`src/rtl/rx_pkt_detect_pkg.sv`:
```
package rx_pkt_detect_pkg;
  typedef enum logic {ST_IDLE = 1'b0, ST_BUSY = 1'b1} pkt_state_t;
endpackage

```
`src/rtl/rx_sync_matcher.sv`:
```
module rx_sync_matcher #(
  parameter int SYNC_LEN = 8
) (
  input  logic clk,
  input  logic rst_n,
  input  logic take_bit,
  input  logic bit_data,
  input  logic clear_hist,
  output logic sync_hit
);
  localparam int HW = SYNC_LEN - 1;

  function automatic logic is_sync(input logic [SYNC_LEN-1:0] w);
    return w == {{(SYNC_LEN-1){1'b0}}, 1'b1};
  endfunction

  logic [HW-1:0] hist_q;
  logic [SYNC_LEN-1:0] cand;

  assign cand     = {hist_q, bit_data};
  assign sync_hit = take_bit && is_sync(cand);

  always_ff @(posedge clk) begin
    if (!rst_n || clear_hist) begin
      hist_q <= '1;
    end else if (take_bit) begin
      hist_q <= cand[HW-1:0];
    end
  end
endmodule

```
`src/rtl/rx_pkt_tracker.sv`:
```
module rx_pkt_tracker
  import rx_pkt_detect_pkg::*;
(
  input  logic clk,
  input  logic rst_n,
  input  logic sync_hit,
  input  logic eop_evt,
  output logic busy,
  output logic start_q,
  output logic end_q
);
  pkt_state_t st_q;

  assign busy = (st_q == ST_BUSY);

  always_ff @(posedge clk) begin
    if (!rst_n) begin
      st_q    <= ST_IDLE;
      start_q <= 1'b0;
      end_q   <= 1'b0;
    end else begin
      start_q <= sync_hit;
      end_q   <= eop_evt;
      if (sync_hit)     st_q <= ST_BUSY;
      else if (eop_evt) st_q <= ST_IDLE;
    end
  end
endmodule

```
`src/rtl/rx_pkt_detect.sv`:
```
module rx_pkt_detect #(
  parameter int SYNC_LEN = 8
) (
  input  logic clk,
  input  logic rst_n,
  input  logic bit_valid,
  input  logic bit_data,
  input  logic bit_se0,
  output logic pkt_start,
  output logic pkt_active,
  output logic pkt_end
);
  logic busy_w;
  logic take_bit_w;
  logic sync_hit_w;
  logic eop_evt_w;

  // history advances only on valid data bits outside a packet
  assign take_bit_w = bit_valid && !bit_se0 && !busy_w;
  assign eop_evt_w  = bit_valid && bit_se0 && busy_w;

  rx_sync_matcher #(.SYNC_LEN(SYNC_LEN)) u_match (
    .clk       (clk),
    .rst_n     (rst_n),
    .take_bit  (take_bit_w),
    .bit_data  (bit_data),
    .clear_hist(eop_evt_w),
    .sync_hit  (sync_hit_w)
  );

  rx_pkt_tracker u_track (
    .clk     (clk),
    .rst_n   (rst_n),
    .sync_hit(sync_hit_w),
    .eop_evt (eop_evt_w),
    .busy    (busy_w),
    .start_q (pkt_start),
    .end_q   (pkt_end)
  );

  assign pkt_active = busy_w;
endmodule

```
`config.mk`:
```
export PLATFORM = sky130hd
export DESIGN_NAME = rx_pkt_detect
export DESIGN_NICKNAME = d
export VERILOG_FILES = /design/src/rtl/rx_pkt_detect_pkg.sv /design/src/rtl/rx_sync_matcher.sv /design/src/rtl/rx_pkt_tracker.sv /design/src/rtl/rx_pkt_detect.sv
export SDC_FILE = /design/constraint.sdc
export NUM_CORES = 1
export LEC_CHECK = 0
export CAP_MARGIN = 20
export CORE_UTILIZATION = 25
export DETAILED_ROUTE_END_ITERATION = 12
export SYNTH_ARGS = -nofsm -noshare
export SYNTH_HDL_FRONTEND = slang
export SYNTH_SLANG_ARGS = --single-unit
```
`constraint.sdc`:
```
create_clock -name clk -period 1.5 [get_ports clk]
set_clock_uncertainty 0.15 [all_clocks]
set_input_delay 0.15 -clock clk [delete_from_list [all_inputs] [get_ports clk]]
set_output_delay 0.15 -clock clk [all_outputs]
set_load 0.02 [all_outputs]
```
==> impl_metrics.ini <==
[global_routing]
grt_pass1_vias = 398
grt_start_max_net_pins = 13
busiest_layer = met2
grt_pass1_wl_um = 1650
groute.usage.overall_pct = 11.5
grt_util_met1_pct = 13.5
use_met3_pct = 2.40
overflow = 0
antenna_found_initial = 0
grt_util_met2_pct = 18.0

[clock_network]
clock_sinks = 10
cts_resized = 0
holdBufCountCts = 0
cts.reportedPaths.clkPinSlew_ns = 0.06
cts_tree = done
numCtsBuffers = 3
h-tree-depth = 1
insertion_delay_ns = 0.25
clock-root-buffer = clkbuf_4
clockBufferDepth = 2
post_cts_buffers = 0

[job]
cap_violations = 0

[route]
wire_per_inst_um = 11.0
vias = 444
vias_per_cell = 4.93
first_pass_iters = 4
wl_um = 993
ant_nets = 0
drcViolationCount = 0
drt_iter0_drc = 16

[logic_synthesis]
synth_area_sq_um = 467
ys_seq_area_share_pct = 42.9
synth_top_area_share_pct = 42.9
synth.distinct_cells = 18
synth_cells = 53
synth_area_per_cell_sq_um = 8.81
ys_seq_elements = 10
yosysWarnings = 0
yosysTopAreaCell = dfxtp_1
synth_area_leaders = dfxtp_1 43%, a22o_1 13%, a21oi_1 7.5%
syn-num-nets = 58

[worst_setup_path]
startpoint_type = flip-flop
cp_top_family = buffers and inverters
rr_endpoint = u_track.busy
path_cells = clkdlybuf4s50_1
ff2ff_setup_slack_ns = 0.25
slowest_delay_ns = 0.59
worst-setup-path-type = reg -> out
cp.buffers_inverters = 1
slowest_stage = clkdlybuf4s50_1
end_kind = primary output
worstPathRequired_ns = 1.20
r2r_cells = 3
crit_fanout = 1
worstPathArrival_ns = 1.15
rr_startpoint = u_match.hist_q[5]
crit_start = u_track.start_q

[worst_hold_path]
hold_path_class = in -> reg
hold_start = rst_n
min_to = u_track.busy
hold_depth = 3

[power_and_ir_drop]
vdd_drop_max_mv = 0.212
p_per_area_mw_per_mm2 = 794
leakage_nw = 0.243
finalPower_w = 0.000488

[timing]
maxSlewViolCount = 0
setup_violations = 0
slew_headroom_pct = 80.1
rsz0062_at_grt = no
max_freq_mhz = 692
tightest_slew_ns = 0.298
hold_violations = 0
fin_crit_ns = 1.45
hold_ws_ns = 0.342
finalCritPeriodShare_pct = 96.4

[floorplan]
ios = 8
initial_core_util_pct = 26.7
die-area_sq_mm = 0.00204
fp.dieW_um = 45.2
core_sq_mm = 0.00175
dieHeight_um = 45.2
rows = 15

[placement]
dp_hpwl_um = 741
place.gp.congestion = 0.781
portBuffers = 7
placed_area_sq_um = 589

[cells_and_area]
post-route-util_pct = 35.2
fin_area_sq_um = 614
antenna_cells = 0
multi_input_area_sq_um = 246
fillers = 187
ff_latch_area_sq_um = 200
layout-drive-gt1-share_pct = 16.9
area_delta_synth_final_pct = 31.6
nNetsFinal = 72

[run_status]
status = finished clean
-- layout make-up --
| cell class | count | area share [%] |
|---|---|---|
| clock buffers | 3 | 3.67 |
| flip-flops and latches | 10 | 32.6 |
| well taps | 25 | 5.09 |
| repair buffers | 12 | 17.9 |
| inverters | 1 | 0.611 |
| multi-input cells | 39 | 40.1 |
-- how the worst max path moves through the flow --
stage,slack [ns],cells past startpoint,endpoint
2_1_floorplan,0.26,4,u_match.hist_q[6]
3_3_place_gp,0.02,4,u_match.hist_q[6]
3_5_place_dp,-0.01,4,u_match.hist_q[1]
4_1_cts,0.0002,1,pkt_active
5_1_grt,0.0002,1,pkt_start
6_report,0.05,1,pkt_start
-- per-layer routing --
metal | share of wire, % | up-vias | routed length [um]
met5 | 0 | - | 0
met4 | 2.3 | 0 | 23
met1 | 45 | 203 | 446
met2 | 46 | 17 | 456
met3 | 6.8 | 4 | 68
li1 | - | 220 | -
-- cells by family after synthesis --
group | Yosys count | share of synthesized area [%]
AOI/OAI and AO/OA | 23 | 32.2
buffers and inverters | 4 | 4.29
and+or+nand+nor | 16 | 20.6
DFF | 10 | 42.9
-- registers in the layout, indices dropped and copies added (netlist names) --
| signal | count |
|---|---|
| u_track.end_q | 1 |
| u_track.start_q | 1 |
| u_match.hist_q | 7 |
| u_track.busy | 1 |
-- report_power, final --
part           switching (W)  internal, W
Sequential        0.00000282     0.000268
Combinational      0.0000218    0.0000244
Clock              0.0000786    0.0000920
-- per-stage QoR --
stage,instances,setup WS [ns],TNS [ns]
2_1_floorplan,53,0.260,0
3_3_place_gp,87,0.0182,0
3_5_place_dp,87,-0.0117,-0.0286
4_1_cts,90,0.000158,0
5_1_grt,90,0.000195,0
6_report,90,0.0539,0
-- placed cells by master, fill, tap and decap left out --
cell type	n
and4_1	1
and2b_1	1
inv_1	1
nor2_1	8
buf_4	5
a21oi_1	7
a22o_1	7
o21ai_1	7
clkdlybuf4s50_1	6
nand2_1	1
a31oi_1	1
dfxtp_1	10
nor4_1	1
nor4b_2	1
clkbuf_4	3
nand2b_1	2
nor4_2	1
a211oi_2	1
dlymetal6s2s_1	1
-- cells in the mapped netlist, drive strengths merged --
library cell,count
a211oi,1
a21oi,7
a22o,7
a31oi,1
and2b,1
and4,1
buf,2
clkbuf,1
dfxtp,10
inv,1
nand2,1
nand2b,2
nor2,8
nor4,2
nor4b,1
o21ai,7
No activity file was read; power rests on OpenSTA's default activity.
